### config.mk
export PLATFORM = sky130hd
export DESIGN_NAME = commutated_pwm
export DESIGN_NICKNAME = d
export VERILOG_FILES = /design/src/rtl/bcp_pkg.sv /design/src/rtl/bcp_run_ctrl.sv /design/src/rtl/bcp_period_timer.sv /design/src/rtl/bcp_edge_calc.sv /design/src/rtl/bcp_phase_gate.sv /design/src/rtl/commutated_pwm.sv
export SDC_FILE = /design/constraint.sdc
export NUM_CORES = 1
export LEC_CHECK = 0
export BUFFER_PORTS_ARGS = -buffer_cell sky130_fd_sc_hd__clkbuf_2
export CORE_MARGIN = 2
export CORE_UTILIZATION = 60
export DETAILED_ROUTE_END_ITERATION = 8
export PLACE_DENSITY = 0.77
export SLEW_MARGIN = 40
export SYNTH_ARGS = -nofsm -noshare
export SYNTH_HDL_FRONTEND = slang
export SYNTH_SLANG_ARGS = --single-unit
### constraint.sdc
create_clock -name clk -period 22.8 [get_ports clk]
set_clock_uncertainty 0.15 [all_clocks]
set_input_delay 1.14 -clock clk [delete_from_list [all_inputs] [get_ports clk]]
set_output_delay 1.14 -clock clk [all_outputs]
set_load 0.02 [all_outputs]
### src/rtl/bcp_pkg.sv
package bcp_pkg;

   localparam int NUM_PHASES = 3;

   typedef enum logic [1:0] {
      ROLE_OFF = 2'd0,
      ROLE_POS = 2'd1,
      ROLE_NEG = 2'd2
   } role_e;

   typedef enum logic [1:0] {
      ST_IDLE   = 2'd0,
      ST_CHARGE = 2'd1,
      ST_RUN    = 2'd2
   } run_state_e;

   // Role of one phase for a given rotor sector; illegal codes switch all off.
   function automatic role_e phase_role(input logic [2:0] sector, input int phase);
      int   pos_ph;
      int   neg_ph;
      logic legal;
      legal  = 1'b1;
      pos_ph = 0;
      neg_ph = 0;
      case (sector)
         3'd4:    begin pos_ph = 0; neg_ph = 1; end
         3'd6:    begin pos_ph = 0; neg_ph = 2; end
         3'd2:    begin pos_ph = 1; neg_ph = 2; end
         3'd3:    begin pos_ph = 1; neg_ph = 0; end
         3'd1:    begin pos_ph = 2; neg_ph = 0; end
         3'd5:    begin pos_ph = 2; neg_ph = 1; end
         default: legal = 1'b0;
      endcase
      if (!legal)               return ROLE_OFF;
      else if (phase == pos_ph) return ROLE_POS;
      else if (phase == neg_ph) return ROLE_NEG;
      else                      return ROLE_OFF;
   endfunction

endpackage

### src/rtl/bcp_run_ctrl.sv
module bcp_run_ctrl
   import bcp_pkg::*;
#(
   parameter int STARTUP_TICKS = 32000,
   parameter int SYNC_STAGES   = 2
) (
   input  logic clk,
   input  logic rst_n,
   input  logic start_i,
   input  logic stop_i,
   input  logic fault_n_i,
   output logic run_o,
   output logic fault_level_o
);

   localparam int CHG_W = $clog2(STARTUP_TICKS + 1);
   localparam logic [CHG_W-1:0] CHG_LAST = CHG_W'(STARTUP_TICKS - 1);

   logic [SYNC_STAGES-1:0] sync_q;
   logic                   level_prev_q;
   logic                   fault_fall;
   logic                   level_now;
   run_state_e             state_q;
   logic [CHG_W-1:0]       chg_q;

   // Synchronizer depth chosen by parameter
   if (SYNC_STAGES == 1) begin : g_sync_one
      always_ff @(posedge clk or negedge rst_n) begin
         if (!rst_n) sync_q <= '0;
         else        sync_q <= fault_n_i;
      end
   end else begin : g_sync_many
      always_ff @(posedge clk or negedge rst_n) begin
         if (!rst_n) sync_q <= '0;
         else        sync_q <= {sync_q[SYNC_STAGES-2:0], fault_n_i};
      end
   end

   assign level_now  = sync_q[SYNC_STAGES-1];
   assign fault_fall = level_prev_q & ~level_now;

   always_ff @(posedge clk or negedge rst_n) begin
      if (!rst_n) level_prev_q <= 1'b0;
      else        level_prev_q <= level_now;
   end

   always_ff @(posedge clk or negedge rst_n) begin
      if (!rst_n) begin
         state_q <= ST_IDLE;
         chg_q   <= '0;
      end else if (fault_fall || stop_i) begin
         state_q <= ST_IDLE;
         chg_q   <= '0;
      end else begin
         case (state_q)
            ST_IDLE: begin
               chg_q <= '0;
               if (start_i && level_now) state_q <= ST_CHARGE;
            end
            ST_CHARGE: begin
               if (chg_q == CHG_LAST) state_q <= ST_RUN;
               else                   chg_q   <= chg_q + 1'b1;
            end
            ST_RUN:  state_q <= ST_RUN;
            default: state_q <= ST_IDLE;
         endcase
      end
   end

   assign run_o         = (state_q == ST_RUN);
   assign fault_level_o = level_now;

endmodule

### src/rtl/bcp_period_timer.sv
module bcp_period_timer #(
   parameter int CNT_W  = 16,
   parameter int DUTY_W = 16
) (
   input  logic                     clk,
   input  logic                     rst_n,
   input  logic                     run_i,
   input  logic signed [DUTY_W-1:0] duty_i,
   input  logic [CNT_W-1:0]         period_i,
   output logic [CNT_W-1:0]         cnt_o,
   output logic signed [DUTY_W-1:0] duty_act_o,
   output logic [CNT_W-1:0]         period_act_o
);

   logic [CNT_W-1:0]         cnt_q;
   logic signed [DUTY_W-1:0] duty_q;
   logic [CNT_W-1:0]         per_q;
   logic                     wrap;

   assign wrap = (cnt_q == per_q - 1'b1);

   // While stopped the shadow copy holds zero duty and tracks the period input,
   // so the first running period uses zero duty.
   always_ff @(posedge clk or negedge rst_n) begin
      if (!rst_n) begin
         cnt_q  <= '0;
         duty_q <= '0;
         per_q  <= '0;
      end else if (!run_i) begin
         cnt_q  <= '0;
         duty_q <= '0;
         per_q  <= period_i;
      end else if (wrap) begin
         cnt_q  <= '0;
         duty_q <= duty_i;
         per_q  <= period_i;
      end else begin
         cnt_q  <= cnt_q + 1'b1;
      end
   end

   assign cnt_o        = cnt_q;
   assign duty_act_o   = duty_q;
   assign period_act_o = per_q;

endmodule

### src/rtl/bcp_edge_calc.sv
module bcp_edge_calc #(
   parameter int CNT_W    = 16,
   parameter int DUTY_W   = 16,
   parameter bit CLAMP_EN = 1'b1
) (
   input  logic signed [DUTY_W-1:0] duty_i,
   input  logic [CNT_W-1:0]         period_i,
   input  logic [CNT_W-1:0]         deadtime_i,
   input  logic [CNT_W-1:0]         minpulse_i,
   output logic [CNT_W-1:0]         center_o,
   output logic [CNT_W-1:0]         half_pt_o,
   output logic [CNT_W-1:0]         half_pb_o,
   output logic [CNT_W-1:0]         half_nt_o,
   output logic [CNT_W-1:0]         half_nb_o
);

   localparam int PW = DUTY_W + CNT_W + 1;
   localparam int EW = CNT_W + 2;

   logic signed [PW-1:0] prod;
   logic signed [EW-1:0] per_s, dt_s, mpw_s;
   logic signed [EW-1:0] tdc, x_raw, x_lo, x_hi, x_cl, y_cl;

   assign per_s = $signed({2'b00, period_i});
   assign dt_s  = $signed({2'b00, deadtime_i});

   // Variant: with clamping off only the dead-time bounds the half-widths
   if (CLAMP_EN) begin : g_clamp
      assign mpw_s = $signed({2'b00, minpulse_i});
   end else begin : g_noclamp
      assign mpw_s = '0;
   end

   always_comb begin
      prod  = PW'(duty_i) * PW'($signed({1'b0, period_i}));
      tdc   = EW'(prod >>> (DUTY_W - 1));
      x_raw = (per_s + tdc) >>> 1;
      x_lo  = dt_s + mpw_s;
      x_hi  = per_s - dt_s - mpw_s;
      x_cl  = x_raw;
      if (x_cl > x_hi) x_cl = x_hi;
      if (x_cl < x_lo) x_cl = x_lo;
      y_cl  = per_s - x_cl;
   end

   assign center_o  = period_i >> 1;
   assign half_pt_o = CNT_W'((x_cl - dt_s) >>> 1);
   assign half_pb_o = CNT_W'((x_cl + dt_s) >>> 1);
   assign half_nt_o = CNT_W'((y_cl - dt_s) >>> 1);
   assign half_nb_o = CNT_W'((y_cl + dt_s) >>> 1);

endmodule

### src/rtl/bcp_phase_gate.sv
module bcp_phase_gate
   import bcp_pkg::*;
#(
   parameter int CNT_W = 16
) (
   input  logic             clk,
   input  logic             rst_n,
   input  logic             run_i,
   input  role_e            role_i,
   input  logic [CNT_W-1:0] cnt_i,
   input  logic [CNT_W-1:0] center_i,
   input  logic [CNT_W-1:0] half_pt_i,
   input  logic [CNT_W-1:0] half_pb_i,
   input  logic [CNT_W-1:0] half_nt_i,
   input  logic [CNT_W-1:0] half_nb_i,
   output logic             top_o,
   output logic             bot_o
);

   logic top_d, bot_d;
   logic top_q, bot_q;

   // True when cnt lies in [center-half, center+half)
   function automatic logic in_window(input logic [CNT_W-1:0] cnt,
                                      input logic [CNT_W-1:0] ctr,
                                      input logic [CNT_W-1:0] half);
      logic [CNT_W:0] lo_side, hi_side;
      lo_side = {1'b0, cnt} + {1'b0, half};
      hi_side = {1'b0, ctr} + {1'b0, half};
      return (lo_side >= {1'b0, ctr}) && ({1'b0, cnt} < hi_side);
   endfunction

   always_comb begin
      top_d = 1'b0;
      bot_d = 1'b0;
      case (role_i)
         ROLE_POS: begin
            top_d = in_window(cnt_i, center_i, half_pt_i);
            bot_d = !in_window(cnt_i, center_i, half_pb_i);
         end
         ROLE_NEG: begin
            top_d = in_window(cnt_i, center_i, half_nt_i);
            bot_d = !in_window(cnt_i, center_i, half_nb_i);
         end
         default: begin
            top_d = 1'b0;
            bot_d = 1'b0;
         end
      endcase
   end

   always_ff @(posedge clk or negedge rst_n) begin
      if (!rst_n) begin
         top_q <= 1'b0;
         bot_q <= 1'b0;
      end else if (!run_i) begin
         top_q <= 1'b0;
         bot_q <= 1'b0;
      end else begin
         top_q <= top_d;
         bot_q <= bot_d;
      end
   end

   assign top_o = top_q;
   assign bot_o = bot_q;

endmodule

### src/rtl/commutated_pwm.sv
module commutated_pwm
   import bcp_pkg::*;
#(
   parameter int CNT_W         = 16,
   parameter int DUTY_W        = 16,
   parameter int STARTUP_TICKS = 32000,
   parameter int SYNC_STAGES   = 2,
   parameter bit CLAMP_EN      = 1'b1
) (
   input  logic                     clk,
   input  logic                     rst_n,
   input  logic                     start_i,
   input  logic                     stop_i,
   input  logic                     fault_n_i,
   input  logic [2:0]               sector_i,
   input  logic signed [DUTY_W-1:0] duty_i,
   input  logic [CNT_W-1:0]         period_i,
   input  logic [CNT_W-1:0]         deadtime_i,
   input  logic [CNT_W-1:0]         minpulse_i,
   output logic [5:0]               gate_o,
   output logic                     fault_level_o
);

   localparam int GATES = 2 * NUM_PHASES;

   if (CNT_W < 4) begin : g_bad_cnt
      $error("commutated_pwm: CNT_W must be at least 4");
   end
   if (DUTY_W < 2) begin : g_bad_duty
      $error("commutated_pwm: DUTY_W must be at least 2");
   end
   if (STARTUP_TICKS < 1) begin : g_bad_start
      $error("commutated_pwm: STARTUP_TICKS must be at least 1");
   end
   if (SYNC_STAGES < 1 || SYNC_STAGES > 3) begin : g_bad_sync
      $error("commutated_pwm: SYNC_STAGES must be 1..3");
   end
   if (GATES != 6) begin : g_bad_gates
      $error("commutated_pwm: gate vector sized for three phases");
   end

   logic                     run;
   logic [CNT_W-1:0]         cnt;
   logic signed [DUTY_W-1:0] duty_act;
   logic [CNT_W-1:0]         per_act;
   logic [CNT_W-1:0]         center, h_pt, h_pb, h_nt, h_nb;

   bcp_run_ctrl #(
      .STARTUP_TICKS (STARTUP_TICKS),
      .SYNC_STAGES   (SYNC_STAGES)
   ) u_ctrl (
      .clk           (clk),
      .rst_n         (rst_n),
      .start_i       (start_i),
      .stop_i        (stop_i),
      .fault_n_i     (fault_n_i),
      .run_o         (run),
      .fault_level_o (fault_level_o)
   );

   bcp_period_timer #(
      .CNT_W  (CNT_W),
      .DUTY_W (DUTY_W)
   ) u_timer (
      .clk          (clk),
      .rst_n        (rst_n),
      .run_i        (run),
      .duty_i       (duty_i),
      .period_i     (period_i),
      .cnt_o        (cnt),
      .duty_act_o   (duty_act),
      .period_act_o (per_act)
   );

   bcp_edge_calc #(
      .CNT_W    (CNT_W),
      .DUTY_W   (DUTY_W),
      .CLAMP_EN (CLAMP_EN)
   ) u_edges (
      .duty_i     (duty_act),
      .period_i   (per_act),
      .deadtime_i (deadtime_i),
      .minpulse_i (minpulse_i),
      .center_o   (center),
      .half_pt_o  (h_pt),
      .half_pb_o  (h_pb),
      .half_nt_o  (h_nt),
      .half_nb_o  (h_nb)
   );

   for (genvar p = 0; p < NUM_PHASES; p++) begin : g_phase
      role_e role_w;
      assign role_w = phase_role(sector_i, p);

      bcp_phase_gate #(
         .CNT_W (CNT_W)
      ) u_gate (
         .clk       (clk),
         .rst_n     (rst_n),
         .run_i     (run),
         .role_i    (role_w),
         .cnt_i     (cnt),
         .center_i  (center),
         .half_pt_i (h_pt),
         .half_pb_i (h_pb),
         .half_nt_i (h_nt),
         .half_nb_i (h_nb),
         .top_o     (gate_o[2*p]),
         .bot_o     (gate_o[2*p+1])
      );
   end

endmodule

==> results.md <==
- CTS tree: yes
- Clk root buf: clkbuf_16
- Warnings from Yosys: 0
- Hold Crit Class: reg -> reg
- Setup TNS: 0 ns
- Most used DFF post-synth: dfrtp_1
- Via count: 24770
- Vias per cell: 6.189
- CP max FO: 22
- Multi-input logic area: 0.02304 sq mm
- Worst-margin pin slew: 0.8330 ns
- Final hold vios: 0
- RSZ-0062 raised after global routing: no
- Status: finished clean
- Nets: 4246
- Pin count of the biggest net entering global routing: 75
- Placeable core region: 0.04432 sq mm
- Fraction of layout cells with a size suffix above 1: 0.04456
- Routed len/inst: 20.56 um
- Worst setup path class: reg -> reg
- Port bufs: 78
- Post-synth cell types: 82
- Top cell type's share of synthesized area: 0.2583
- Die area: 0.04676 sq mm
- EDFF count, synth: 0
- Delay-heaviest family, CP: compound AO/OA/AOI/OAI gates
- P&R area growth vs syn: 4.824%
- Max Clk Rate: 47.36 MHz
- Critical Path Sink Type: register
- Total congestion overflow: 0
- TritonCTS buffer count: 9
- Drt drc: 0
- Worst EP required: 22.92 ns
- Final setup fails: 0
- Synth Instances: 3382
- Clock sink count: 74
- CP max-delay cell: dfrtp_1
- Final Cycle Share: 0.9261
- Post-synthesis adder-cell area fraction: 0.4139
- Synth Area in XOR/XNOR: 0.07741
- Die Height: 216.2 um
- I/O pin count: 79
- Routed WL: 82300 um
- Antenna Nets Post-Route: 0
- Yosys reg bits: 74
- Ys async rst share: 1.000
- Starting Density: 0.6098
- Post-synthesis compound-gate area fraction: 0.1850
- Register area share after synthesis: 0.06852
- Top cells by area, synth: ha_1 26%, fa_1 16%, dfrtp_1 6.9%
- Period minus WS final: 21.12 ns
- Clk_lat worst skew: 0.38 ns
- Post-synth top area cell: ha_1
- Synth Area in Simple Gates: 0.1661
- Cell Area, Synth: 0.02703 sq mm
- Crit start category: register
- Sequential cell area: 0.001861 sq mm
- Slew Viols, Final: 0
- Post-synthesis area per instance: 7.991 sq um
- Number of global-route vias before repair: 24930
- Clock-pin slew on the worst setup and hold paths: 0.07 ns
- Largest stage delay on the critical path: 0.75 ns
- Multiplexer share of the synthesized area: 0.01005
- Post-CTS setup buffer count: 0
- Antenna violations before repair: 0
- First-pass GRT wire length: 130200 um
- Std cell rows: 77
- MaxCap Viol Count: 0
- Detailed-router iteration count before antenna repair: 6
- Slew headroom: 0.4388
- Filler cell count in the final layout: 3811
- Diode count: 0
- PostCTS Resize Cnt: 0
- Clock Tree Buf Depth: 2
- Most frequent CP cell: a21o_1
- Hpwl dp: 68150 um
- GRT Total Usage: 0.3509
- Placer Congestion: 0.9688
- Die width: 216.2 um
- Worst path bufs/invs: 8
- Largest family of logic cells by synthesized area: adder cells
- Syn nets: 4222
- CTS HTree Levels: 3
- Hold Buf Count CTS: 0
- Detailed Route Iter0 Violations: 2010
- Worst EP arrival: 21.24 ns
-- metal layers --
| layer | track usage | up-vias | part of all wire |
|---|---|---|---|
| li1 | - | 11530 | - |
| met1 | 0.4407 | 11990 | 0.41 |
| met2 | 0.6000 | 1039 | 0.47 |
| met3 | 0.03874 | 216 | 0.070 |
| met4 | 0.1724 | 0 | 0.051 |
| met5 | 0 | - | 0 |
-- registers in the layout, summed over array words and instances (netlist names) --
name                  flops
u_timer.period_act_o     16
g_phase.u_gate.top_o      3
u_ctrl.level_prev_q       1
u_ctrl.sync_q             2
u_ctrl.chg_q             15
u_timer.duty_act_o       16
u_timer.cnt_o            16
u_ctrl.state_q            2
g_phase.u_gate.bot_o      3
-- per-stage QoR --
| step | setup slack (ns) | hold WS (ns) | cells | utilization | area, sq um |
|---|---|---|---|---|---|
| floorplan | 3.827 | 0.1812 | 3382 | - | 27030 |
| global placement | 2.290 | 0.1830 | 3986 | 0.6312 | 27970 |
| detailed placement | 1.424 | 0.1950 | 3986 | 0.6313 | 27980 |
| CTS | 1.386 | 0.2101 | 4002 | 0.6384 | 28290 |
| global route | 0.1457 | 0.2164 | 4003 | 0.6392 | 28330 |
| finish | 1.684 | 0.2065 | 4003 | 0.6392 | 28330 |
-- area by class of cell --
class,instances,share of cell area
well taps,592,0.02615
clock buffers,10,0.008436
clock inverters,6,0.002562
repair buffers,102,0.02107
flip-flops and latches,74,0.06567
multi-input cells,2746,0.8134
inverters,473,0.06267
-- worst reg2reg max path, delay by kind of cell, from the launching register on --
family / cells / cell delay, ns
flops: 1 / 0.75
simple gates: 19 / 2.54
fa+ha+maj: 14 / 5.65
mux: 1 / 0.23
compound gates: 46 / 10.04
xor+xnor: 4 / 0.76
buf+inv: 8 / 0.90
-- logic make-up after synthesis --
logic type / Yosys count
DFF: 74
adders and majority gates: 768
muxes: 26
and+or+nand+nor: 929
xor gates and xnor gates: 238
buffers and inverters: 562
AOI/OAI and AO/OA: 785
-- layout by cell type (no fill, tap or decap), drive strengths merged, types with 16 or more instances in the layout --
master,count
a21boi,25
and3,27
nand2b,47
nor2b,45
buf,25
xor2,75
a211oi,17
inv,474
or3,16
a31oi,22
nor2,211
fa,210
o21a,54
xnor2,163
o21ai,223
a21oi,198
clkbuf,87
nor3,48
nand4,30
o21bai,21
ha,558
nand3,54
nand2,291
a21o,114
and2,126
dfrtp,74
mux2i,23
-- path summary, 6_finish.rpt --
kind                                           endpoint  cells after the start  slack (ns)               startpoint
min in group asynchronous               u_ctrl.chg_q[7]                      1        0.64                    rst_n
worst min register to register         u_ctrl.sync_q[1]                      0        0.21         u_ctrl.sync_q[0]
worst max-delay path            g_phase[0].u_gate.bot_o                     92        1.68  u_timer.period_act_o[8]
worst max register to register  g_phase[0].u_gate.bot_o                     92        1.68  u_timer.period_act_o[8]
worst min-delay path                   u_ctrl.sync_q[1]                      0        0.21         u_ctrl.sync_q[0]
max in group asynchronous         u_timer.duty_act_o[3]                      1       21.22                    rst_n
-- synthesized netlist by cell type (9+ instances only) --
cell type and n:
mux2i_1 22, nor2_1 211, xor2_1 74, nor3_1 48, a211oi_1 16, a2111oi_0 10
dfrtp_1 74, o41ai_1 9, xnor2_1 163, clkbuf_1 78, o31ai_1 10, a21boi_0 25
nand2b_1 47, a31oi_1 22, or3_1 16, nor2b_1 45, and3_1 27, and2_1 123
o21bai_1 21, a311oi_1 9, o211ai_1 10, o21a_1 54, nand3_1 54, fa_1 210
ha_1 558, o21ai_0 218, a21o_1 114, inv_1 472, a21oi_1 196, nand2_1 291
nand4_1 30
Power is not shown: default switching activity piles up to over one toggle a cycle in this logic, so the estimate is an artifact.
